<file path="src/rtl/sar_pkg.sv">
package sar_pkg;
  typedef enum logic [1:0] {
    ST_IDLE  = 2'd0,
    ST_ACQ   = 2'd1,
    ST_TRIAL = 2'd2
  } seq_state_t;
endpackage

</file>
<file path="src/rtl/sar_start_detect.sv">
module sar_start_detect (
  input  logic clk,
  input  logic rst,
  input  logic en,
  input  logic sel_n,
  input  logic rc_n,
  output logic start
);
  logic cond;
  logic cond_q;

  // All three must be active together; the last to arrive forms the edge.
  assign cond  = en & ~sel_n & ~rc_n;
  assign start = cond & ~cond_q;

  always_ff @(posedge clk) begin
    if (rst) cond_q <= 1'b1;
    else     cond_q <= cond;
  end
endmodule

</file>
<file path="src/rtl/sar_core.sv">
module sar_core
  import sar_pkg::*;
#(
  parameter int WIDTH      = 12,
  parameter int SHORT_BITS = 8,
  parameter int ACQ_CYCLES = 2
) (
  input  logic             clk,
  input  logic             rst,
  input  logic             start,
  input  logic             len_sel,
  input  logic             cmp_below,
  output logic             busy,
  output logic             eoc,
  output logic [WIDTH-1:0] dac_code,
  output logic [WIDTH-1:0] result
);
  localparam int IDX_W     = $clog2(WIDTH);
  localparam int ACQ_W     = $clog2(ACQ_CYCLES + 1);
  localparam int SHORT_END = WIDTH - SHORT_BITS;
  localparam int FILL_POS  = SHORT_END - 1;
  localparam logic [WIDTH-1:0] WORD_ONE  = {{(WIDTH-1){1'b0}}, 1'b1};
  localparam logic [WIDTH-1:0] MSB_ONE   = WORD_ONE << (WIDTH - 1);
  localparam logic [WIDTH-1:0] FILL_WORD = WORD_ONE << FILL_POS;
  localparam logic [WIDTH-1:0] FILL_MASK = (FILL_WORD << 1) - WORD_ONE;

  seq_state_t       state;
  logic [ACQ_W-1:0] acq_cnt;
  logic [IDX_W-1:0] idx;
  logic             short_q;
  logic [WIDTH-1:0] trial;
  logic [WIDTH-1:0] decided;
  logic [WIDTH-1:0] result_q;
  logic             busy_q;
  logic             eoc_q;
  logic             last_bit;

  always_comb begin
    decided = trial;
    if (!cmp_below) decided[idx] = 1'b0;
  end

  assign last_bit = short_q ? (idx == IDX_W'(SHORT_END)) : (idx == '0);

  always_ff @(posedge clk) begin
    if (rst) begin
      state    <= ST_IDLE;
      acq_cnt  <= '0;
      idx      <= '0;
      short_q  <= 1'b0;
      trial    <= '0;
      result_q <= '0;
      busy_q   <= 1'b0;
      eoc_q    <= 1'b0;
    end else begin
      eoc_q <= 1'b0;
      case (state)
        ST_IDLE: begin
          if (start) begin
            state   <= ST_ACQ;
            acq_cnt <= '0;
            trial   <= '0;
            short_q <= len_sel;
            busy_q  <= 1'b1;
          end
        end
        ST_ACQ: begin
          if (acq_cnt == ACQ_W'(ACQ_CYCLES - 1)) begin
            state <= ST_TRIAL;
            idx   <= IDX_W'(WIDTH - 1);
            trial <= MSB_ONE;
          end else begin
            acq_cnt <= acq_cnt + 1'b1;
          end
        end
        ST_TRIAL: begin
          if (last_bit) begin
            result_q <= short_q ? (decided | FILL_WORD) : decided;
            trial    <= decided;
            state    <= ST_IDLE;
            busy_q   <= 1'b0;
            eoc_q    <= 1'b1;
          end else begin
            trial <= decided | (WORD_ONE << (idx - 1'b1));
            idx   <= idx - 1'b1;
          end
        end
        default: state <= ST_IDLE;
      endcase
    end
  end

  assign busy     = busy_q;
  assign eoc      = eoc_q;
  assign dac_code = trial;
  assign result   = result_q;

  // working word stays cleared through acquisition
  assert_acq_clear_R11: assert property (@(posedge clk) disable iff (rst)
    (state == ST_ACQ) |-> (trial == '0));

  // first trial presents only the MSB
  assert_first_trial_msb_R5: assert property (@(posedge clk) disable iff (rst)
    (state == ST_TRIAL && $past(state) == ST_ACQ) |-> (trial == MSB_ONE));

  // bits below the one under trial are still zero
  assert_low_bits_clear_R5: assert property (@(posedge clk) disable iff (rst)
    (state == ST_TRIAL) |-> ((trial & ((WORD_ONE << idx) - WORD_ONE)) == '0));

  // short result carries the fill bit and zeros beneath it
  assert_short_fill_R7: assert property (@(posedge clk) disable iff (rst)
    (eoc_q && short_q) |-> ((result_q & FILL_MASK) == FILL_WORD));

  // end pulse coincides with busy falling
  assert_eoc_on_fall_R10: assert property (@(posedge clk) disable iff (rst)
    eoc_q |-> (!busy_q && $past(busy_q)));

  // start while busy does not relatch the length
  assert_retrigger_ignored_R9: assert property (@(posedge clk) disable iff (rst)
    (busy_q && start) |=> $stable(short_q));
endmodule

</file>
<file path="src/rtl/sar_sequencer.sv">
module sar_sequencer #(
  parameter int WIDTH      = 12,
  parameter int SHORT_BITS = 8,
  parameter int ACQ_CYCLES = 2
) (
  input  logic             clk,
  input  logic             rst,
  input  logic             en,
  input  logic             sel_n,
  input  logic             rc_n,
  input  logic             len_sel,
  input  logic             cmp_below,
  output logic             busy,
  output logic             eoc,
  output logic [WIDTH-1:0] dac_code,
  output logic [WIDTH-1:0] result
);
  logic start;

  sar_start_detect u_start (
    .clk   (clk),
    .rst   (rst),
    .en    (en),
    .sel_n (sel_n),
    .rc_n  (rc_n),
    .start (start)
  );

  sar_core #(
    .WIDTH      (WIDTH),
    .SHORT_BITS (SHORT_BITS),
    .ACQ_CYCLES (ACQ_CYCLES)
  ) u_core (
    .clk       (clk),
    .rst       (rst),
    .start     (start),
    .len_sel   (len_sel),
    .cmp_below (cmp_below),
    .busy      (busy),
    .eoc       (eoc),
    .dac_code  (dac_code),
    .result    (result)
  );

  // busy only rises after all three controls were active
  assert_start_gate_R2: assert property (@(posedge clk) disable iff (rst)
    $rose(busy) |-> ($past(en) && !$past(sel_n) && !$past(rc_n)));
endmodule

</file>
<file path="config.mk">
export PLATFORM = sky130hd
export DESIGN_NAME = sar_sequencer
export DESIGN_NICKNAME = d
export VERILOG_FILES = /design/src/rtl/sar_pkg.sv /design/src/rtl/sar_start_detect.sv /design/src/rtl/sar_core.sv /design/src/rtl/sar_sequencer.sv
export SDC_FILE = /design/constraint.sdc
export NUM_CORES = 1
export LEC_CHECK = 0
export CAP_MARGIN = 10
export CORE_ASPECT_RATIO = 1.75
export CORE_MARGIN = 10
export CORE_UTILIZATION = 53
export DETAILED_ROUTE_END_ITERATION = 10
export PLACE_DENSITY_LB_ADDON = 0.25
export SYNTH_ARGS = -nofsm -noshare
export SYNTH_HDL_FRONTEND = slang
export SYNTH_SLANG_ARGS = --single-unit
export TNS_END_PERCENT = 50
</file>
<file path="constraint.sdc">
create_clock -name clk -period 2.5 [get_ports clk]
set_input_delay 0.375 -clock clk [delete_from_list [all_inputs] [get_ports clk]]
set_output_delay 0.375 -clock clk [all_outputs]
set_load 0.02 [all_outputs]
</file>
==> impl_metrics.csv <==
group,metric,value,unit
outcome,status,"complete, no violations",
sta,fin_ws,0.305,ns
final_layout,final_common_cell,"dfxtp_1",
global_routing,grt_max_degree,30,
power_and_ir_drop,power.density,435,mW/mm^2
setup_path,arrival,2.37,ns
detailed_routing,drc_errors,0,
hold_path,hp-class,"reg -> reg",
sta,fmax,0.455,GHz
floorplanning,rows,29,
detailed_routing,routed_wl,5.73,mm
floorplanning,dieWidth,66.3,microns
clocking,cts-root-buf,"clkbuf_8",
placement,hpwl,4.42,mm
clocking,cts_setup_buffers,0,
logic_synthesis,synth.top_cell.area_share,36.2,%
global_routing,antenna_found_initial,0,
sta,relSlewSlack,68.0,%
power_and_ir_drop,max-vdd-ir-drop,0.000372,V
detailed_routing,drt_iter0_markers,89,
clocking,clock_latency,0.29,ns
final_layout,syn_to_final_growth,25.5,%
logic_synthesis,synth_nets,248,
detailed_routing,wl_per_cell,18.2,microns
clocking,clk_path_buf_depth,2,
sta,hold_violations,0,
global_routing,grt_pass1_wl,9.11,mm
logic_synthesis,ys_types,49,
placement,gp_congestion,0.937,
detailed_routing,firstDrtPassIters,5,
detailed_routing,ant_nets,0,
job,maxCapViolCount,0,
logic_synthesis,syn_area,0.00199,sq mm
final_layout,nets,289,
setup_path,worstSetupEndpointType,"flip-flop",
setup_path,start_kind,"input port",
logic_synthesis,synth-seq-cells,36,
setup_path,crit_required,2.68,ns
logic_synthesis,yosysWarningCount,0,
floorplanning,initial_core_util,54.8,%
floorplanning,core,0.00363,sq mm
final_layout,utilization,68.8,%
detailed_routing,vias,1942,
sta,worstMarginPinSlew,0.474,ns
clocking,ctsHoldBuffers,0,
floorplanning,dieArea,0.00670,sq mm
setup_path,slowest_delay,0.67,ns
global_routing,grt-ovfl-total,0,
setup_path,setup.worst_path.class,"in -> reg",
logic_synthesis,synthCells,228,
placement,port_buffers,32,
sta,whs,0.455,ns
final_layout,drive_above_1_share,14.5,%
setup_path,critPathMaxFanout,10,
sta,post-route-period-util,87.8,%
floorplanning,ios,33,
logic_synthesis,seq_area_frac_synth,36.2,%
clocking,cts_resized,0,
clocking,numCtsBuffers,5,
sta,final.min_clock_period,2.20,ns
sta,setup_viol,0,
sta,clock-skew-final,0.00195,ns
detailed_routing,vias_per_cell,6.17,
final_layout,num_antenna_cells,0,
floorplanning,die_h,101,microns
logic_synthesis,netlist_top_cells_area,"dfxtp_1, ha_1, nand2_1",
setup_path,cp_slowest_cell,"or4b_1",
clocking,htree_levels,2,
logic_synthesis,synth_top_area_cell,"dfxtp_1",
global_routing,grt_pass1_vias,1938,
clocking,cts_tree,"built",
placement,dp_slack,-0.00199,ns
final_layout,final_cell_mix,"dfxtp_1, clkdlybuf4s50_1, nand2_1, buf_4, a21oi_1",
logic_synthesis,syn_area_per_cell,8.73,sq um
global_routing,grt_usage,17.3,%
sta,setup-tns-final,0,ns
setup_path,crit_path_cell_trace,"clkdlybuf4s50_1, or4b_1, a211oi_2, nor2_2, a221o_2",
sta,final_max_slew_viol_count,0,
clocking,clock_sinks,36,
sta,grt_setup_unrepaired,"false",
clocking,clkTransAtPathRegs,0.07,ns
power_and_ir_drop,power_leakage,0.907,nW
-- where the power goes --
group	leakage, nW	switching [W]	total (W)	internal [W]
clock	0.0410	0.000200	0.000389	0.000189
sequential	0.291	0.00000817	0.000588	0.000579
combinational	0.576	0.0000643	0.000108	0.0000442
-- worst max-delay path: cells and delay by family --
kind | cells | cell delay [ns]
AO/OA/AOI/OAI | 2 | 0.74
AND/OR/NAND/NOR | 2 | 0.82
buffers and inverters | 1 | 0.44
-- registers in the layout (all words and copies together), names as in the netlist --
name and flops:
u_start.cond_q 1, u_core.short_q 1, u_core.result 12, u_core.idx 4
u_core.acq_cnt 2, u_core.dac_code 12, u_core.eoc 1, u_core.busy 1
u_core.state 2
-- kinds of logic (layout without fill, tap and decap cells) --
logic type / Yosys count / in the layout / synth area share [%]
buffers and inverters: 24 / 65 / 5.35
AO/OA/AOI/OAI: 68 / 68 / 26.3
flip-flops: 36 / 36 / 36.2
AND/OR/NAND/NOR: 82 / 82 / 21.6
adder cells (fa/ha/maj): 13 / 13 / 8.18
multiplexers: 3 / 3 / 1.51
XOR/XNOR: 2 / 2 / 0.881
-- area by class of cell --
cell class                 count  area [sq um]
clock buffer                   6          72.6
inverter                      10          37.5
fill                         314          1130
multi-input combinational    168          1160
timing repair buffer          48           440
sequential                    36           721
clock inverter                 1          5.00
tap                           46          57.6
-- Yosys cell counts (all sizes together) --
library cell / instances
or2: 4
mux2i: 3
a311oi: 3
dfxtp: 36
nor4: 2
nand3b: 3
a211oi: 8
a221o: 7
o311a: 1
nor3b: 5
a221oi: 2
o41ai: 1
o2bb2ai: 3
a21boi: 4
o211ai: 3
nand4b: 1
nor2: 8
o22ai: 1
a31o: 1
nor2b: 2
nor4b: 1
nand4: 1
a21oi: 14
inv: 10
nor3: 8
o211a: 1
and3: 8
nand3: 7
xor2: 1
nand2: 27
buf: 3
ha: 13
clkbuf: 11
nand2b: 4
or4b: 1
o21ai: 9
a2111oi: 1
o2111ai: 1
o221ai: 1
a211o: 1
o31a: 1
xnor2: 1
a31oi: 4
o311ai: 1
-- routing by layer --
layer	GRT usage, %	wire [microns]	part of all wire [%]	up-vias
met1	16.5	2040	36	923
li1	-	-	-	932
met2	32.1	3100	54	64
met3	3.23	275	4.8	23
met5	0	0	0	-
met4	10.7	314	5.5	0
-- stage by stage --
step           power, W  instances  cell area [sq um]
2_1_floorplan  0.000665        228               1990
3_3_place_gp   0.000705        308               2420
3_5_place_dp   0.000707        308               2420
4_1_cts         0.00109        315               2500
5_1_grt         0.00112        315               2500
6_report        0.00108        315               2500
-- worst paths after layout --
check	cells past startpoint	end	startpoint	slack, ns
setup / recovery	5	u_core.dac_code[1]	sel_n	0.30
setup reg to reg	6	u_core.state[0]	u_core.idx[1]	0.39
hold reg to reg	2	u_core.result[2]	u_core.result[2]	0.46
hold / removal	2	u_core.result[2]	u_core.result[2]	0.46
No activity file was read; power rests on OpenSTA's default activity.
